<file path="src/rtl/tcm_dec_pkg.sv">
package tcm_dec_pkg;
  // window select encoding on the configuration port
  typedef enum logic {
    WIN_INSTR = 1'b0,
    WIN_DATA  = 1'b1
  } win_sel_e;

  localparam int unsigned DEF_ADDR_W    = 32;
  localparam int unsigned DEF_CODE_W    = 4;
  localparam int unsigned DEF_MIN_SHIFT = 12;  // code 1 -> 2^12 bytes
  localparam int unsigned DEF_MAX_CODE  = 9;   // code 9 -> 2^20 bytes
endpackage

</file>
<file path="src/rtl/tcm_region_slot.sv">
module tcm_region_slot #(
  parameter int unsigned ADDR_W    = 32,
  parameter int unsigned CODE_W    = 4,
  parameter int unsigned MIN_SHIFT = 12
) (
  input  logic              clk,
  input  logic              rst,
  input  logic              load,
  input  logic [ADDR_W-1:0] ld_base,
  input  logic [CODE_W-1:0] ld_code,
  input  logic [ADDR_W-1:0] addr,
  output logic [ADDR_W-1:0] base_q,
  output logic [CODE_W-1:0] code_q,
  output logic [ADDR_W-1:0] mask_q,
  output logic              hit
);
  always_ff @(posedge clk) begin
    if (rst) begin
      base_q <= '0;
      code_q <= '0;
    end else if (load) begin
      base_q <= ld_base;
      code_q <= ld_code;
    end
  end

  // upper-bit mask of the stored window; all ones while disabled
  always_comb begin
    if (code_q == '0) mask_q = '1;
    else mask_q = {ADDR_W{1'b1}} << (MIN_SHIFT - 1 + int'(code_q));
  end

  assign hit = (code_q != '0) && (((addr ^ base_q) & mask_q) == '0);
endmodule

</file>
<file path="src/rtl/tcm_cfg_check.sv">
module tcm_cfg_check #(
  parameter int unsigned ADDR_W    = 32,
  parameter int unsigned CODE_W    = 4,
  parameter int unsigned MIN_SHIFT = 12,
  parameter int unsigned MAX_CODE  = 9
) (
  input  logic [ADDR_W-1:0] wr_base,
  input  logic [CODE_W-1:0] wr_code,
  input  logic [ADDR_W-1:0] oth_base,
  input  logic [CODE_W-1:0] oth_code,
  input  logic [ADDR_W-1:0] oth_mask,
  output logic              size_bad,
  output logic              align_bad,
  output logic              overlap_bad,
  output logic [CODE_W-1:0] store_code
);
  logic [ADDR_W-1:0] wr_mask;
  logic              wr_on;

  assign wr_on = (wr_code != '0);

  always_comb begin
    if (!wr_on || size_bad) wr_mask = '1;
    else wr_mask = {ADDR_W{1'b1}} << (MIN_SHIFT - 1 + int'(wr_code));
  end

  assign size_bad  = wr_on && (int'(wr_code) > int'(MAX_CODE));
  assign align_bad = wr_on && !size_bad && ((wr_base & ~wr_mask) != '0);
  // aligned power-of-two windows collide when they agree above the larger size
  assign overlap_bad = wr_on && !size_bad && !align_bad && (oth_code != '0) &&
                       (((wr_base ^ oth_base) & wr_mask & oth_mask) == '0);
  assign store_code = (size_bad || align_bad || overlap_bad) ? '0 : wr_code;
endmodule

</file>
<file path="src/rtl/tcm_region_decoder.sv">
module tcm_region_decoder
  import tcm_dec_pkg::*;
#(
  parameter int unsigned ADDR_W    = DEF_ADDR_W,
  parameter int unsigned CODE_W    = DEF_CODE_W,
  parameter int unsigned MIN_SHIFT = DEF_MIN_SHIFT,
  parameter int unsigned MAX_CODE  = DEF_MAX_CODE
) (
  input  logic              clk,
  input  logic              rst,
  input  logic              cfg_we,
  input  logic              cfg_sel,
  input  logic [ADDR_W-1:0] cfg_base,
  input  logic [CODE_W-1:0] cfg_size,
  input  logic [ADDR_W-1:0] addr_i,
  output logic              ihit_o,
  output logic              dhit_o,
  output logic              err_align_o,
  output logic              err_overlap_o
);
  localparam int unsigned NWIN = 2;

  logic [ADDR_W-1:0] base_q  [NWIN];
  logic [CODE_W-1:0] code_q  [NWIN];
  logic [ADDR_W-1:0] mask_q  [NWIN];
  logic [CODE_W-1:0] st_code [NWIN];
  logic [NWIN-1:0]   hit, sz_bad, al_bad, ov_bad;

  for (genvar g = 0; g < NWIN; g++) begin : g_win
    localparam int unsigned OTH = NWIN - 1 - g;

    tcm_cfg_check #(
      .ADDR_W(ADDR_W), .CODE_W(CODE_W), .MIN_SHIFT(MIN_SHIFT), .MAX_CODE(MAX_CODE)
    ) u_check (
      .wr_base    (cfg_base),
      .wr_code    (cfg_size),
      .oth_base   (base_q[OTH]),
      .oth_code   (code_q[OTH]),
      .oth_mask   (mask_q[OTH]),
      .size_bad   (sz_bad[g]),
      .align_bad  (al_bad[g]),
      .overlap_bad(ov_bad[g]),
      .store_code (st_code[g])
    );

    tcm_region_slot #(
      .ADDR_W(ADDR_W), .CODE_W(CODE_W), .MIN_SHIFT(MIN_SHIFT)
    ) u_slot (
      .clk    (clk),
      .rst    (rst),
      .load   (cfg_we && (cfg_sel == 1'(g))),
      .ld_base(cfg_base),
      .ld_code(st_code[g]),
      .addr   (addr_i),
      .base_q (base_q[g]),
      .code_q (code_q[g]),
      .mask_q (mask_q[g]),
      .hit    (hit[g])
    );
  end

  assign ihit_o = hit[WIN_INSTR];
  assign dhit_o = hit[WIN_DATA];

  always_ff @(posedge clk) begin
    if (rst) begin
      err_align_o   <= 1'b0;
      err_overlap_o <= 1'b0;
    end else if (cfg_we) begin
      err_align_o   <= err_align_o   | sz_bad[cfg_sel] | al_bad[cfg_sel];
      err_overlap_o <= err_overlap_o | ov_bad[cfg_sel];
    end
  end
endmodule

</file>
<file path="config.mk">
export PLATFORM = sky130hd
export DESIGN_NAME = tcm_region_decoder
export DESIGN_NICKNAME = d
export VERILOG_FILES = /design/src/rtl/tcm_dec_pkg.sv /design/src/rtl/tcm_region_slot.sv /design/src/rtl/tcm_cfg_check.sv /design/src/rtl/tcm_region_decoder.sv
export SDC_FILE = /design/constraint.sdc
export NUM_CORES = 1
export LEC_CHECK = 0
export BUFFER_PORTS_ARGS = -buffer_cell sky130_fd_sc_hd__buf_2
export CAP_MARGIN = 15
export CORE_AREA = 2 2 91 128
export DETAILED_ROUTE_END_ITERATION = 10
export DIE_AREA = 0 0 93 130
export PLACE_DENSITY = 0.74
export SYNTH_ARGS = -nofsm -noshare
export SYNTH_HDL_FRONTEND = slang
export SYNTH_SLANG_ARGS = --single-unit
</file>
<file path="constraint.sdc">
create_clock -name clk -period 6.2 [get_ports clk]
set_input_delay 0.31 -clock clk [delete_from_list [all_inputs] [get_ports clk]]
set_output_delay 0.31 -clock clk [all_outputs]
set_load 0.01 [all_outputs]
</file>
==> results of run 1 <==
==> cells by family (layout without fill, tap and decap cells) <==
logic type | Yosys count | count (layout) | synth area share
AND/OR/NAND/NOR | 285 | 285 | 0.230
AO/OA/AOI/OAI | 257 | 257 | 0.278
XOR/XNOR | 121 | 121 | 0.180
buffers and inverters | 76 | 115 | 0.0500
flip-flops | 70 | 70 | 0.238
adder cells (fa/ha/maj) | 11 | 11 | 0.0234
==> area by class of cell <==
cell class	instances	area (um^2)
tap	144	180
clock buffer	10	239
inverter	22	82.6
timing repair buffer	78	425
sequential	70	1400
fill	1065	4430
multi-input combinational	674	4190
clock inverter	5	106
==> through the flow <==
stage          total power, mW  instances  hold slack (ps)  utilization  area [um^2]
2_1_floorplan            0.685        820              446            -         5880
3_3_place_gp             0.809        987              433        0.565         6250
3_5_place_dp             0.814        987              447        0.565         6250
4_1_cts                   1.43       1002              237        0.597         6590
5_1_grt                   1.48       1003              245        0.599         6620
6_report                  1.44       1003              235        0.599         6620
==> synthesized netlist by cell type, drive strengths merged (10+ instances only) <==
| library cell | number |
|---|---|
| o21ai | 44 |
| buf | 15 |
| xor2 | 56 |
| nand2 | 139 |
| clkbuf | 39 |
| nor2 | 34 |
| nor3 | 32 |
| o22ai | 14 |
| inv | 22 |
| nor2b | 11 |
| a21oi | 107 |
| nand3 | 13 |
| dfxtp | 70 |
| ha | 11 |
| xnor2 | 65 |
| a211oi | 10 |
==> registers in the layout, summed over array words and instances, names as in the netlist <==
signal               cells
err_align_o              1
err_overlap_o            1
g_win.u_slot.base_q     60
g_win.u_slot.code_q      8
==> worst paths after layout <==
check	start	end	slack, ps	cells after the start
worst max register to register	g_win[1].u_slot.code_q[1]	g_win[0].u_slot.code_q[0]	2270	10
worst max-delay path	g_win[0].u_slot.code_q[0]	ihit_o	2130	11
worst min-delay path	cfg_base[0]	g_win[0].u_slot.base_q[0]	240	3
worst min register to register	err_align_o	err_align_o	450	2
==> placed cells by master (no fill, tap or decap), drive strengths merged, types with 5 or more instances in the layout <==
cell type / count
xor2: 56
a31oi: 5
nor2: 34
buf: 78
o211ai: 8
nand2: 139
dfxtp: 70
or4: 5
nor2b: 11
and2: 5
nand4: 5
ha: 11
xnor2: 65
or2: 5
o21ai: 44
a211oi: 10
a2111oi: 5
o22ai: 14
nor3: 32
inv: 23
o32ai: 7
nand3: 13
a22oi: 5
nor4: 7
nand2b: 9
a21oi: 107
clkbuf: 10
==> power by group <==
part | internal, mW | total, mW | switching [mW] | leakage, nW
sequential | 0.469 | 0.492 | 0.0233 | 0.572
clock | 0.404 | 0.624 | 0.220 | 0.165
combinational | 0.118 | 0.326 | 0.208 | 1.74
==> worst max-delay path: cells and delay by family, from the launching register on <==
kind / cells / cell delay (ps)
buffers and inverters: 2 / 330
DFF: 1 / 490
adders and majority gates: 1 / 470
AOI/OAI and AO/OA: 1 / 110
and+or+nand+nor: 7 / 2000
==> routing by layer <==
| metal | vias up | track usage | routed length [um] |
|---|---|---|---|
| li1 | 2992 | - | - |
| met1 | 3095 | 0.471 | 8920 |
| met2 | 404 | 0.642 | 11200 |
| met3 | 120 | 0.0600 | 1890 |
| met4 | 0 | 0.286 | 2060 |
| met5 | - | 0 | 0 |
==> impl_results.md, run 1 <==
* Share of the synthesized area in the top cell type at 0.238
* Clock root buffer: clkbuf_16
* Cell taking the most area after synthesis: dfxtp_1
* Maximum vdd drop at between 0.15 and 0.2 mV
* HP Class: in -> reg
* Syn avg cell area at around 7.2 um^2
* Port bufs at approximately 70
* Max Clock Freq at 0.246 GHz
* CTS resizes at 0
* Crit Path Class: reg -> out
* WL/cell at 24.0 um
* PnR worst setup slack at 2130 ps
* Initial antenna violation count at 0
* Top Ports at between 70 and 80
* Synth Cell Area at 5880 um^2
* Minimum clock period at ~4100 ps
* Post-CTS Setup Inserts at 0
* Yosys reg bits at 70
* Final Max Slew Viols at 0
* Placeable Area at ~11000 um^2
* Bufs on Longest Clock Path at 2
* Critical path, cell by cell: inv_1 > ha_1 > or4_4 > nand2_1 > nand2_1 > nand2_1 > o21ai_0 > nor4b_1 > nand4_1 > nor4_1 > buf_2
* CTS Sinks at 70
* Leak at between 2 and 2.5 nW
* Die area at 12100 um^2
* Skew-Pair Late Insertion Delay at approximately 350 ps
* TritonCTS clock tree: done
* Post-Syn Nets at 903
* Wire length of the first global-routing pass at about 36000 um
* Worst slack, placed at around 2400 ps
* GPL Wtd Cong at 1.10
* CP dominant cell by count: nand2_1
* Max incr delay on CP at between 500 and 600 ps
* H-tree depth at 3
* Largest net degree at the start of global routing at between 70 and 80
* Nets at about 940
* Cell row count at between 40 and 50
* Async S/R FF share, synth at 0
* Post-synth EDFFs at 0
* Vias in the first global route at between 6000 and 7000
* Reg clk slew, reported paths at 70 ps
* Final Hold Fails at 0
* Power density cells at between 200 and 250 nW/um^2
* Distinct cells, synth at 69
* Total gr overflow at 0
* Hpwl dp at between 15000 and 20000 um
* Critical path startpoint category: flip-flop
* Worst slew margin at 0.365
* Main synth FF type: dfxtp_1
* Vias per cell at 6.59
* Layout cells sized above 1 at 0.126
* DIE WIDTH at just over 90 um
* Starting Density at 0.532
* Skew final at 9.68 ps
* Antenna Violating Nets Remaining at 0
* Status: complete, no violations
* CTS Buf Count at 9
* Sequential area share after synthesis at 0.238
* Final period util at 0.657
* Yosys warns at 0
* N_diodes at 0
* Unrepaired setup endpoints after global routing: false
* Synth Instances at between 800 and 900
* Crit path required time at 5890 ps
* Layout area overhead at 12.6%
* Worst-Margin Slew at 952 ps
* Pre-antenna DRT Iters at 8
* Worst path slowest cell: nor4b_1
* Remaining DRCs at 0
* Data arrival time of the critical path at roughly 3800 ps
* Initial DRC count at between 700 and 800
* Vias at about 6600
* Die Ht at 130 um
* Routed wire length at approximately 24000 um
* Synth top area cells: dfxtp_1 (24%), xnor2_1 (9.7%), a21oi_1 (9.0%)
* Setup TNS at 0 ps
* Tot GR Track Use at 0.394
* Hold_buf cts at 0
* Crit path capture type: output pin
* Max-cap violations at 0
* CP Max Fanout at 22
* Final setup fails at 0
(Power assumes the default switching activity.)
==> run 2, diff against run 1 <==
- clock period: 6.2 -> 3.77 ns (I/O delays scaled with it)
==> run 2 against run 1 <==
Net effect:
- final cell count grew 1.5%
- via count grew 2.0%
- first-iteration DRC count grew 3.2%
- critical path depth is the same
- power grew 65%
- critical endpoint unchanged
==> impl_results.md, run 2 (synthesis results as in run 1) <==
* Power density cells at 353 nW/um^2 (+62%)
* Hold Path Sink: g_win[0].u_slot.base_q[1]
* DIE WIDTH at 93 um (unchanged)
* Reg clk slew, reported paths at 60 ps (about the same)
* Critical path startpoint category: flip-flop
* Total gr overflow at 0 (unchanged)
* Antenna Violating Nets Remaining at 0 (unchanged)
* Status: complete, no violations
* GPL Wtd Cong at 1.03 (-6.9%)
* Tot GR Track Use at 0.402 (+0.00788)
* Worst reg2reg path endpoint: g_win[0].u_slot.code_q[2]
* Most frequent cells in the layout: nand2_1 (139), a21oi_1 (106), buf_2 (72)
* Cell row count at 46 (unchanged)
* Port bufs at 72 (unchanged)
* Worst-Margin Slew at 911 ps (-40.2 ps)
* Skew-Pair Late Insertion Delay at 340 ps (about the same)
* Worst Reg-to-Reg Cells at 9 (-1)
* Worst slew margin at 0.390 (+0.0249)
* Post-CTS Setup Inserts at 0 (unchanged)
* FILL cells at 1056 (-0.85%)
* Maximum vdd drop at 0.301 mV (+72%)
* Starting Density at 0.532 (unchanged)
* WL/cell at 24.2 um (+0.94%)
* Worst r2r src: g_win[1].u_slot.code_q[0]
* Max Clock Freq at approximately 0.27 GHz
* Layout Utilization at 0.610 (+0.0105)
* Max-cap violations at 0 (unchanged)
* H-tree depth at 3 (unchanged)
* Largest register FFs at 60 (unchanged)
* Data arrival time of the critical path at 3450 ps (-310 ps)
* PnR worst setup slack at 127 ps (-2000 ps)
* Clock root buffer: clkbuf_16
* Final Max Slew Viols at 0 (unchanged)
* HP Class: in -> reg
* Initial DRC count at 810 (+3.2%)
* Final Hold Fails at 0 (unchanged)
* Crit path required time at 3580 ps (-2310 ps)
* Nets at 953 (+1.6%)
* Wire length of the first global-routing pass at 36300 um (+1.7%)
* Initial antenna violation count at 0 (unchanged)
* CTS Buf Count at 9 (unchanged)
* Layout area overhead at 14.6%
* Die area at 12100 um^2 (unchanged)
* Reg-to-reg setup timing slack at 360 ps (-1910 ps)
* Hold Startpoint: cfg_base[1]
* Vias per cell at 6.62 (+0.51%)
* Hpwl dp at 19000 um (+4.2%)
* Crit Path Class: reg -> out
* Die Ht at 130 um (unchanged)
* Largest net degree at the start of global routing at 47 (-35%)
* Worst slack, placed at 375 ps (-2060 ps)
* Layout cells sized above 1 at 0.142 (+0.0161)
* Vias in the first global route at 6293 (+0.85%)
* Area occupied by multi-input gates at 4190 um^2 (about the same)
* Leak at 2.56 nW (+3.0%)
* Power, Total at 2.38 mW (+65%)
* Setup TNS at 0 ps (unchanged)
* CTS Sinks at 70 (unchanged)
* CP Max Fanout at 16 (-27%)
* Reg with most FFs: g_win.u_slot.base_q
* Hold_buf cts at 0 (unchanged)
* Vias at 6744 (+2.0%)
* Minimum clock period at around 3600 ps
* Pre-antenna DRT Iters at 8 (unchanged)
* Most common cell after layout, fill and taps aside: nand2_1
* Regs by FF count: g_win.u_slot.base_q: 60 flops, g_win.u_slot.code_q: 8 flops
* CTS resizes at 0 (unchanged)
* N_diodes at 0 (unchanged)
* Skew final at 5.51 ps (-4.17 ps)
* Final period util at 0.966
* TritonCTS clock tree: done
* Final setup fails at 0 (unchanged)
* Unrepaired setup endpoints after global routing: false
* Routed wire length at 24600 um (+2.4%)
* Placeable Area at 11100 um^2 (unchanged)
* Sequential Area at 1400 um^2 (unchanged)
* Top Ports at 76 (unchanged)
* Bufs on Longest Clock Path at 2 (unchanged)
* Crit path capture type: output pin
* WHS Path Cells at 3 (unchanged)
* Remaining DRCs at 0 (unchanged)
run 2: changes by cell type in the layout (fill, tap and decap cells not counted):
cell,before,now
ha_2,0,1
buf_4,5,20
ha_1,11,10
a2111oi_0,5,4
a2111oi_1,0,1
run 2: report_power, final:
part,leakage (nW),switching [mW],internal [mW]
clock network,0.165,0.351,0.663
registers,0.572,0.0363,0.771
logic,1.82,0.352,0.201
run 2: layer usage:
layer  GRT usage  vias to the layer above  wire length [um]
met1       0.481                     3183              9190
met2       0.652                      433             11500
li1            -                     3024                 -
met5           0                        -                 0
met4       0.280                        0              1880
met3      0.0733                      104              2020
run 2: per-stage QoR:
| stage | hold slack (ps) | instance area, um^2 | instances |
|---|---|---|---|
| 2_1_floorplan | 324 | 5880 | 820 |
| 3_3_place_gp | 437 | 6360 | 1002 |
| 3_5_place_dp | 441 | 6360 | 1002 |
| 4_1_cts | 112 | 6710 | 1017 |
| 5_1_grt | 131 | 6740 | 1018 |
| 6_report | 115 | 6740 | 1018 |
run 2: area by class of cell:
type / count / share of cell area
Multi-Input combinational cell: 674 / 0.622
Clock inverter: 5 / 0.0158
Sequential cell: 70 / 0.208
Inverter: 22 / 0.0123
Timing Repair Buffer: 93 / 0.0799
Tap cell: 144 / 0.0267
Clock buffer: 10 / 0.0355
run 2: critical path: stages (launching register included):
cell       delay, ps
dfxtp_1          480
inv_1            130
ha_1             310
buf_4            220
nor2_1           260
o21ai_0          190
nand2_1          200
nor2_1            70
a2111oi_1        540
nand3_1          150
nor4_1           370
buf_2            200
run 2: worst max path at each step:
stage / start / end / slack (ps) / cells past startpoint
after floorplan: g_win[1].u_slot.code_q[0] / g_win[0].u_slot.code_q[0] / 990 / 12
after global placement: g_win[1].u_slot.code_q[0] / g_win[0].u_slot.code_q[0] / 440 / 10
after detailed placement: g_win[1].u_slot.code_q[1] / g_win[0].u_slot.code_q[2] / 380 / 10
after CTS: g_win[0].u_slot.code_q[0] / ihit_o / 180 / 9
after global routing: g_win[0].u_slot.code_q[0] / ihit_o / 90 / 11
final: g_win[0].u_slot.code_q[0] / ihit_o / 130 / 11
==> run 3, diff against run 2 <==
- CORE_AREA: 2 2 91 128 -> 2 2 100 141
- DIE_AREA: 0 0 93 130 -> 0 0 102 143
- PLACE_DENSITY: 0.74 -> 0.63
==> run 3 against run 2 <==
Net effect:
- setup slack worse by 13 ps
- core utilization is 9.4 points lower
- worst hold slack worse by 1.1 ps
- sequential power hardly changed
- sequential share of layout area is 0.30 points lower
- combinational power hardly changed
- power is 0.31% higher
- critical path depth is 1 lower
- maximum frequency is 0.36% lower
- final cell count is 4.6% higher
==> impl_results.md, run 3 (synthesis results as in run 1) <==
* Final Hold Fails at 0 (unchanged)
* Max-cap violations at 0 (unchanged)
* Crit path capture: dhit_o
* CP Max Fanout at 13 (-3)
* Most frequent cells in the layout: nand2_1 (139), a21oi_1 (106), buf_2 (72)
* CTS Sinks at 70 (unchanged)
* Worst slack, placed at 347 ps (-28.1 ps)
* Final Max Slew Viols at 0 (unchanged)
* Initial antenna violation count at 0 (unchanged)
* GPL Wtd Cong at 1.07 (+4.5%)
* Nets at 961 (+0.84%)
* Initial DRC count at 721 (-11%)
* DIE WIDTH at 102 um (+9.7%)
* Most common cell after layout, fill and taps aside: nand2_1
* Pre-antenna DRT Iters at 5 (-3)
* Skew-Pair Late Insertion Delay at 340 ps (about the same)
* Reg with most FFs: g_win.u_slot.base_q
* Hpwl dp at 19000 um (about the same)
* Unrepaired setup endpoints after global routing: false
* WL/cell at 23.1 um (-4.7%)
* Vias per cell at 6.11 (-7.7%)
* Max incr delay on CP at 550 ps (about the same)
* Regs by FF count: g_win.u_slot.base_q: 60 flops, g_win.u_slot.code_q: 8 flops
* Critical Path Stages at 10 (-1)
* N_diodes at 0 (unchanged)
* Starting Density at 0.443 (-0.0887)
* Vias at 6512 (-3.4%)
* Largest net degree at the start of global routing at 42 (-11%)
* Top Ports at 76 (unchanged)
* TritonCTS clock tree: done
* Cell row count at 50 (+8.7%)
* Power density cells at 348 nW/um^2 (-1.2%)
* Minimum clock period at 3660 ps (+13.3 ps)
* Status: complete, no violations
* H-tree depth at 3 (unchanged)
* Worst Reg-to-Reg Cells at 10 (+1)
* Wire length of the first global-routing pass at 37000 um (+1.9%)
* Placeable Area at 13300 um^2 (+20%)
* Skew final at 6.94 ps (+1.43 ps)
* Hold_buf cts at 0 (unchanged)
* Worst r2r src: g_win[1].u_slot.code_q[1]
* Critical path, cell by cell: inv_1 > ha_1 > or4_1 > nor2_1 > o21a_1 > o22ai_1 > nor3_1 > o221ai_1 > nor4_1 > buf_2
* Die area at 14600 um^2 (+21%)
* Layout Utilization at 0.515 (-0.0941)
* Routed wire length at 24600 um (-0.26%)
* CP bufs+invs at 2 (-1)
* Data arrival time of the critical path at 3470 ps (+20 ps)
* Remaining DRCs at 0 (unchanged)
* Leak at 2.59 nW (+1.2%)
* Crit Path Class: reg -> out
* Layout cells sized above 1 at 0.151 (+0.00875)
* Worst reg2reg path endpoint: g_win[0].u_slot.code_q[0]
* Setup TNS at 0 ps (unchanged)
* CTS Buf Count at 9 (unchanged)
* Vias in the first global route at 6255 (-0.60%)
* Total gr overflow at 0 (unchanged)
* Worst slew margin at 0.269 (-0.121)
* Final period util at 0.970 (+0.00352)
* Clock root buffer: clkbuf_16
* Critical path startpoint category: flip-flop
* HP Class: in -> reg
* Crit path required time at 3580 ps (about the same)
* Final setup fails at 0 (unchanged)
* Maximum vdd drop at 0.253 mV (-16%)
* Max Clock Freq at 0.273 GHz (-0.36%)
* Port bufs at 72 (unchanged)
* CP top delay family: simple AND/OR/NAND/NOR gates
* Reg-to-reg setup timing slack at 310 ps (-50 ps)
* Die Ht at 143 um (+10%)
* Layout area overhead at 16.3%
* PnR worst setup slack at 113 ps (-13.3 ps)
* Largest register FFs at 60 (unchanged)
* Setup crit start: g_win[1].u_slot.code_q[1]
* Tot GR Track Use at 0.342 (-0.0601)
* Crit path capture type: output pin
* Reg clk slew, reported paths at 60 ps (about the same)
* Antenna Violating Nets Remaining at 0 (unchanged)
* Worst path slowest cell: or4_1
* Bufs on Longest Clock Path at 2 (unchanged)
* Worst-Margin Slew at 1090 ps (+181 ps)
* Final instance area at 6840 um^2 (+1.5%)
* Placement Cell Area at 6470 um^2 (+1.8%)
-- run 3: changes by cell type in the layout (fill, tap and decap cells not counted), sizes merged --
| cell | before | now |
|---|---|---|
| buf | 93 | 101 |
| clkbuf | 10 | 11 |
| clkinv | 0 | 1 |
| inv | 23 | 22 |
-- run 3: metal layers --
layer,up-vias,wire [um],global-route usage
met1,3057,9780,0.428
met4,0,1620,0.198
met2,338,11700,0.558
li1,3031,-,-
met3,86,1510,0.0421
met5,-,0,0
-- run 3: layout make-up --
cell class	count	area, um^2
multi-input cells	674	4200
inverters	22	82.6
repair buffers	101	578
fillers	1419	6430
clock inverters	5	106
well taps	182	228
flip-flops and latches	70	1400
clock buffers	11	243
-- run 3: worst reg2reg max path: cells and delay by family, from the launching register on --
family,cells,cell delay [ps]
AND/OR/NAND/NOR,5,1710
AO/OA/AOI/OAI,3,600
flip-flops,1,490
adder cells (fa/ha/maj),1,390
buffers and inverters,1,150
-- run 3: stage by stage --
step	hold slack, ps	std cells	power [mW]
3_5_place_dp	462	1049	1.36
2_1_floorplan	324	820	1.13
6_report	114	1065	2.38
4_1_cts	112	1065	2.38
3_3_place_gp	456	1049	1.36
5_1_grt	138	1065	2.46
-- run 3: power by group --
part	leakage, nW	internal, mW	switching [mW]	total, mW
logic	1.85	0.200	0.350	0.550
clock network	0.166	0.667	0.359	1.03
registers	0.572	0.771	0.0358	0.807
-- run 3: worst min path at each step --
stage / cells past startpoint / end / slack [ps] / start
finish: 3 / g_win[0].u_slot.base_q[1] / 110 / cfg_base[1]
global route: 3 / g_win[0].u_slot.base_q[1] / 140 / cfg_base[1]
CTS: 3 / g_win[0].u_slot.base_q[0] / 110 / cfg_base[0]
detailed placement: 2 / g_win[0].u_slot.base_q[3] / 460 / g_win[0].u_slot.base_q[3]
global placement: 2 / g_win[0].u_slot.base_q[3] / 460 / g_win[0].u_slot.base_q[3]
floorplan: 2 / g_win[0].u_slot.base_q[1] / 320 / cfg_base[1]
-- run 3: repair_timing --
| item | 4_1_cts | 5_1_grt |
|---|---|---|
| setup endpoints to repair | 0 | 2 |
| setup buffers | 0 | 0 |
| resized for setup | 0 | 3 |
